File: src/rtl/dmac_pkg.sv
package dmac_pkg;

  typedef enum logic [2:0] {
    OP_DSUM     = 3'd0,
    OP_DDIF     = 3'd1,
    OP_DSUM_A32 = 3'd2,
    OP_DDIF_A32 = 3'd3,
    OP_DSUM_A64 = 3'd4,
    OP_DDIF_A64 = 3'd5,
    OP_TOPW_A32 = 3'd6,
    OP_TOPW     = 3'd7
  } dmac_op_e;

  function automatic logic op_is_topw(input dmac_op_e op);
    return (op == OP_TOPW_A32) || (op == OP_TOPW);
  endfunction

  function automatic logic op_is_long(input dmac_op_e op);
    return (op == OP_DSUM_A64) || (op == OP_DDIF_A64);
  endfunction

  function automatic logic op_is_sub(input dmac_op_e op);
    return (op == OP_DDIF) || (op == OP_DDIF_A32) || (op == OP_DDIF_A64);
  endfunction

  function automatic logic op_adds_acc32(input dmac_op_e op);
    return (op == OP_DSUM_A32) || (op == OP_DDIF_A32) || (op == OP_TOPW_A32);
  endfunction

endpackage

File: src/rtl/dmac_mul_stage.sv
module dmac_mul_stage
  import dmac_pkg::*;
#(
  parameter int HALF_W = 16
) (
  input  logic                          clk,
  input  logic                          rst_n,
  input  logic                          start,
  input  dmac_op_e                      op,
  input  logic                          xchg,
  input  logic [2*HALF_W-1:0]           opa,
  input  logic [2*HALF_W-1:0]           opb,
  input  logic [4*HALF_W-1:0]           acc_in,
  output logic                          s1_valid,
  output dmac_op_e                      s1_op,
  output logic signed [2*HALF_W-1:0]    s1_plo,
  output logic signed [2*HALF_W-1:0]    s1_phi,
  output logic signed [2*HALF_W-1:0]    s1_msw,
  output logic [4*HALF_W-1:0]           s1_acc
);
  localparam int PW     = 2 * HALF_W;
  localparam int WORD_W = 2 * HALF_W;
  localparam int ACC_W  = 2 * WORD_W;
  localparam int LANES  = 2;

  function automatic logic signed [PW-1:0] half_mul(
    input logic signed [HALF_W-1:0] x,
    input logic signed [HALF_W-1:0] y);
    logic signed [PW-1:0] xe, ye;
    xe = PW'(x);
    ye = PW'(y);
    return xe * ye;
  endfunction

  function automatic logic signed [WORD_W-1:0] wide_msw(
    input logic signed [WORD_W-1:0] x,
    input logic signed [WORD_W-1:0] y);
    logic signed [ACC_W-1:0] xe, ye, full;
    xe   = ACC_W'(x);
    ye   = ACC_W'(y);
    full = xe * ye;
    return full[ACC_W-1:WORD_W];
  endfunction

  logic signed [PW-1:0]     lane_prod [LANES];
  logic signed [WORD_W-1:0] top_word;

  for (genvar g = 0; g < LANES; g++) begin : g_lane
    logic signed [HALF_W-1:0] a_part;
    logic signed [HALF_W-1:0] b_part;
    assign a_part       = opa[g*HALF_W +: HALF_W];
    assign b_part       = xchg ? opb[(LANES-1-g)*HALF_W +: HALF_W]
                               : opb[g*HALF_W +: HALF_W];
    assign lane_prod[g] = half_mul(a_part, b_part);
  end

  assign top_word = wide_msw(opa, opb);

  always_ff @(posedge clk or negedge rst_n) begin
    if (!rst_n) begin
      s1_valid <= 1'b0;
      s1_op    <= OP_DSUM;
      s1_plo   <= '0;
      s1_phi   <= '0;
      s1_msw   <= '0;
      s1_acc   <= '0;
    end else begin
      s1_valid <= start;
      if (start) begin
        s1_op  <= op;
        s1_plo <= lane_prod[0];
        s1_phi <= lane_prod[1];
        s1_msw <= top_word;
        s1_acc <= acc_in;
      end
    end
  end

endmodule

File: src/rtl/dmac_acc_stage.sv
module dmac_acc_stage
  import dmac_pkg::*;
#(
  parameter int HALF_W = 16
) (
  input  logic                          clk,
  input  logic                          rst_n,
  input  logic                          s1_valid,
  input  dmac_op_e                      s1_op,
  input  logic signed [2*HALF_W-1:0]    s1_plo,
  input  logic signed [2*HALF_W-1:0]    s1_phi,
  input  logic signed [2*HALF_W-1:0]    s1_msw,
  input  logic [4*HALF_W-1:0]           s1_acc,
  output logic                          res_valid,
  output dmac_op_e                      res_op,
  output logic [4*HALF_W-1:0]           result,
  output logic                          ovf_now,
  output logic                          ovf_flag
);
  localparam int PW     = 2 * HALF_W;
  localparam int DW     = PW + 1;
  localparam int WORD_W = 2 * HALF_W;
  localparam int ACC_W  = 2 * WORD_W;
  localparam int EW     = WORD_W + 2;

  function automatic logic signed [DW-1:0] dual_combine(
    input logic signed [PW-1:0] lo,
    input logic signed [PW-1:0] hi,
    input logic                 sub);
    logic signed [DW-1:0] le, he;
    le = DW'(lo);
    he = DW'(hi);
    return sub ? (le - he) : (le + he);
  endfunction

  function automatic logic word_overflows(input logic [EW-1:0] v);
    return (|v[EW-1:WORD_W-1]) && !(&v[EW-1:WORD_W-1]);
  endfunction

  logic signed [DW-1:0]     dual;
  logic signed [WORD_W-1:0] acc_lo;
  logic signed [EW-1:0]     base, addend, exact;
  logic [ACC_W-1:0]         long_sum, narrow_res, next_res;
  logic                     is_long;

  always_comb begin
    is_long    = op_is_long(s1_op);
    dual       = dual_combine(s1_plo, s1_phi, op_is_sub(s1_op));
    acc_lo     = s1_acc[WORD_W-1:0];
    base       = op_is_topw(s1_op) ? EW'(s1_msw) : EW'(dual);
    addend     = op_adds_acc32(s1_op) ? EW'(acc_lo) : '0;
    exact      = base + addend;
    long_sum   = s1_acc + ACC_W'(dual);
    narrow_res = ACC_W'($signed(exact[WORD_W-1:0]));
    next_res   = is_long ? long_sum : narrow_res;
  end

  assign ovf_now = s1_valid && !is_long && word_overflows(exact);

  always_ff @(posedge clk or negedge rst_n) begin
    if (!rst_n) begin
      res_valid <= 1'b0;
      res_op    <= OP_DSUM;
      result    <= '0;
      ovf_flag  <= 1'b0;
    end else begin
      res_valid <= s1_valid;
      if (s1_valid) begin
        res_op <= s1_op;
        result <= next_res;
      end
      if (ovf_now) ovf_flag <= 1'b1;
    end
  end

  AST_OVF_RAISED: assert property (@(posedge clk) disable iff (!rst_n)
    ovf_now |=> ovf_flag);

endmodule

File: src/rtl/dual_mac_unit.sv
module dual_mac_unit
  import dmac_pkg::*;
#(
  parameter int HALF_W = 16
) (
  input  logic                  clk,
  input  logic                  rst_n,
  input  logic                  start,
  input  logic [2:0]            op,
  input  logic                  xchg,
  input  logic [2*HALF_W-1:0]   opa,
  input  logic [2*HALF_W-1:0]   opb,
  input  logic [4*HALF_W-1:0]   acc_in,
  output logic                  res_valid,
  output logic [4*HALF_W-1:0]   result,
  output logic                  ovf_flag
);
  localparam int WORD_W = 2 * HALF_W;
  localparam int ACC_W  = 2 * WORD_W;

  dmac_op_e                 op_e;
  logic                     s1_valid;
  dmac_op_e                 s1_op;
  logic signed [WORD_W-1:0] s1_plo, s1_phi, s1_msw;
  logic [ACC_W-1:0]         s1_acc;
  dmac_op_e                 res_op;
  logic                     ovf_now;

  assign op_e = dmac_op_e'(op);

  dmac_mul_stage #(.HALF_W(HALF_W)) u_mul (
    .clk      (clk),
    .rst_n    (rst_n),
    .start    (start),
    .op       (op_e),
    .xchg     (xchg),
    .opa      (opa),
    .opb      (opb),
    .acc_in   (acc_in),
    .s1_valid (s1_valid),
    .s1_op    (s1_op),
    .s1_plo   (s1_plo),
    .s1_phi   (s1_phi),
    .s1_msw   (s1_msw),
    .s1_acc   (s1_acc)
  );

  dmac_acc_stage #(.HALF_W(HALF_W)) u_acc (
    .clk       (clk),
    .rst_n     (rst_n),
    .s1_valid  (s1_valid),
    .s1_op     (s1_op),
    .s1_plo    (s1_plo),
    .s1_phi    (s1_phi),
    .s1_msw    (s1_msw),
    .s1_acc    (s1_acc),
    .res_valid (res_valid),
    .res_op    (res_op),
    .result    (result),
    .ovf_now   (ovf_now),
    .ovf_flag  (ovf_flag)
  );

  AST_VALID_LATENCY: assert property (@(posedge clk) disable iff (!rst_n)
    start |=> ##1 res_valid);
  AST_NO_STRAY_VALID: assert property (@(posedge clk) disable iff (!rst_n)
    !start |=> ##1 !res_valid);
  AST_SIGN_EXT: assert property (@(posedge clk) disable iff (!rst_n)
    (res_valid && !op_is_long(res_op)) |->
      (result[ACC_W-1:WORD_W] == {WORD_W{result[WORD_W-1]}}));
  AST_OVF_STICKY: assert property (@(posedge clk) disable iff (!rst_n)
    ovf_flag |=> ovf_flag);
  AST_RESULT_HELD: assert property (@(posedge clk) disable iff (!rst_n)
    !s1_valid |=> $stable(result));

endmodule

File: config.mk
export PLATFORM = sky130hd
export DESIGN_NAME = dual_mac_unit
export DESIGN_NICKNAME = d
export VERILOG_FILES = /design/src/rtl/dmac_pkg.sv /design/src/rtl/dmac_mul_stage.sv /design/src/rtl/dmac_acc_stage.sv /design/src/rtl/dual_mac_unit.sv
export SDC_FILE = /design/constraint.sdc
export NUM_CORES = 2
export LEC_CHECK = 0
export ABC_AREA = 1
export BUFFER_PORTS_ARGS = -buffer_cell sky130_fd_sc_hd__buf_2
export CORE_AREA = 2 2 329 331
export DETAILED_ROUTE_END_ITERATION = 8
export DIE_AREA = 0 0 331 333
export HOLD_SLACK_MARGIN = 0.02
export PLACE_DENSITY = 0.94
export SKIP_CTS_REPAIR_TIMING = 1
export SLEW_MARGIN = 0
export SYNTH_ARGS = -nofsm -noshare
export SYNTH_HDL_FRONTEND = slang
export SYNTH_SLANG_ARGS = --single-unit
File: constraint.sdc
create_clock -name clk -period 10.75 [get_ports clk]
set_input_delay 1.075 -clock clk [delete_from_list [all_inputs] [get_ports clk]]
set_output_delay 1.075 -clock clk [all_outputs]
set_load 0.05 [all_outputs]
==> impl_metrics.toml <==
[sta]
period_share_pct = 83.4
timing.final.ws_setup_ps = 1790
rsz0062_at_grt = "false"
clock.fmax_ghz = 0.112
skew_ps = 17.8
worst_pin_slew_ps = 1230
tns_ps = 0
finalHoldViolCount = 0
period_minus_slack_ps = 8960
max_slew_margin_pct = 18.2
setup_viol = 0
maxSlewViolCount = 0

[critical_path]
worstPathRequired_ps = 11180
critPathKind = "primary input to flop"
rrSetupSlack_ps = 3130
cp-end-kind = "flop"
cpMaxStageDelayCell = "fa_1"
startpoint_type = "primary input"
cp_slowest_stage_delay_ps = 860
critPathBufInv = 8
cpMostUsedCell = "fa_1"
path_max_fanout = 33
arrival_ps = 9390
critPathTopFamily = "adder cells"

[cells_and_area]
final_common_cell = "inv_1"
drive_gt1_share_pct = 4.37
final_core_util_pct = 74.1
final_cell_area_um2 = 78900
layout_common_cells = "inv_1, nand2_1, fa_1, nor2_1, ha_1"
num-nets-final = 12200
nFillCells = 7775
synthToLayoutAreaGrowth_pct = 3.79

[clock_tree]
tritoncts = "yes"
insertion_delay_ps = 580
cts_root_buf = "clkbuf_16"
cts_buffer_depth = 3
clk_pin_slew_ps = 60
cts.sinks = 230
cts_buffers = 27
htreeDepth = 1

[global_route]
grtUsageMet1_pct = 59.9
grt_use_met3_pct = 16.8
grt_use_total_pct = 49.3
grt_util_met2_pct = 74.1
busiest_layer = "met2"
grt_max_degree = 105
grt-ovfl-total = 0
antenna_found_initial = 17
grt_pass1_wl_mm = 409
grt_pass1_vias = 73900

[min_path]
hp-class = "flop to flop"

[yosys]
synth_top_family_by_area = "adder cells"
syn-num-nets = 12200
synth_compound_area_share_pct = 7.03
synth_edf_count = 0
synthAdderAreaFrac_pct = 50.1
synthArstFlopShare_pct = 100
synthMuxAreaShare_pct = 0.0395
synth_area_per_cell_um2 = 7.60
syn-instance-count = 10000
synth-main-ff-cell = "dfrtp_1"
yosysTopAreaCellShare_pct = 42.3
ys_types = 59
yosys.area_share.simple_pct = 19.1
synthXorXnorAreaFrac_pct = 1.47
yosysTopAreaCell = "fa_1"
syn_area_um2 = 76100
synth_area_leaders = "fa_1, inv_1, nand2_1, ha_1, dfrtp_1"
yosys_register_bits = 230
seq_area_frac_synth_pct = 7.57
yosys_warnings = 0

[run]
drv_cap = 0

[floorplanning]
initial_utilization_pct = 71.4
num_rows = 120
die_y_um = 333
die-width_um = 331
core_area_um2 = 107000
num_io_pins = 201
die_area_um2 = 110000

[outcome]
violations = "DRC"
outcome = "finished with violations"

[routing]
num_vias = 68900
drc_errors = 7
routedWlPerCell_um = 23.3
firstDrtPassIters = 9
avgViaCountPerCell = 6.06
drtIter0Drc = 8323
drt.antenna.violating_nets = 0
routed_wl_mm = 264

[placement]
port_buffers = 200
placed_area_um2 = 78000
dp_slack_ps = 1300
place_congestion = 1.09
dpl.hpwl_mm = 215
==> registers in the layout (all words and copies together) (netlist names) <==
name             cells
u_mul.s1_valid       1
u_mul.s1_msw        32
u_mul.s1_acc        64
u_mul.s1_phi        32
u_mul.s1_plo        32
u_acc.res_valid      1
u_acc.ovf_flag       1
u_acc.result        64
u_mul.s1_op          3
==> cell type report <==
| class | instances | area [um^2] | area share [%] |
|---|---|---|---|
| Multi-Input combinational cell | 6811 | 59100 | 74.9 |
| Sequential cell | 230 | 5760 | 7.29 |
| Timing Repair Buffer | 282 | 1630 | 2.07 |
| Clock buffer | 33 | 718 | 0.910 |
| Antenna cell | 9 | 22.5 | 0.0285 |
| Inverter | 2584 | 9700 | 12.3 |
| Tap cell | 1403 | 1760 | 2.22 |
| Clock inverter | 14 | 211 | 0.268 |
==> per-layer routing <==
metal / up-vias / wire length [um]
li1: 29100 / -
met1: 32700 / 89400
met2: 5209 / 115000
met3: 1853 / 36900
met4: 12 / 23400
met5: - / 82
==> worst min-delay path: stages, from the launching register on <==
cell,delay [ps]
dfrtp_1,340
nand2_1,60
nand2_1,60
==> Yosys cell counts, types with 37 or more instances <==
library cell and instances:
dfrtp_1 230, ha_1 473, nand3_1 241, or2_2 49
a21o_1 38, nand2_1 2444, xnor2_1 47, a21oi_1 364
nand4_1 37, fa_1 1608, a31oi_1 58, xor2_1 81
inv_1 2577, o21ai_0 330, nor3_1 54, nor2_1 756
clkbuf_1 368
==> kinds of logic after synthesis <==
family,Yosys count
compound gates,949
xor+xnor,128
fa+ha+maj,2081
buf+inv,2970
flops,230
mux,3
simple gates,3650
==> metrics by stage <==
step,std cells,hold slack (ps)
5_1_grt,11400,516
3_5_place_dp,11300,464
4_1_cts,11400,481
3_3_place_gp,11300,446
6_report,11400,484
2_1_floorplan,10000,448
==> final timing paths <==
path	from	endpoint	cells after the start
max in group asynchronous	rst_n	u_mul.s1_msw[31]	3
worst min register to register	u_acc.result[6]	u_acc.result[6]	2
worst max-delay path	opb[5]	u_mul.s1_msw[30]	26
worst max register to register	u_mul.s1_op[1]	u_acc.result[54]	30
worst min-delay path	u_acc.result[6]	u_acc.result[6]	2
min in group asynchronous	rst_n	u_mul.s1_acc[56]	1
Power is left out: the tool's default activity adds up to more than one toggle a clock period on the data nets, which glitch-free logic cannot reach.
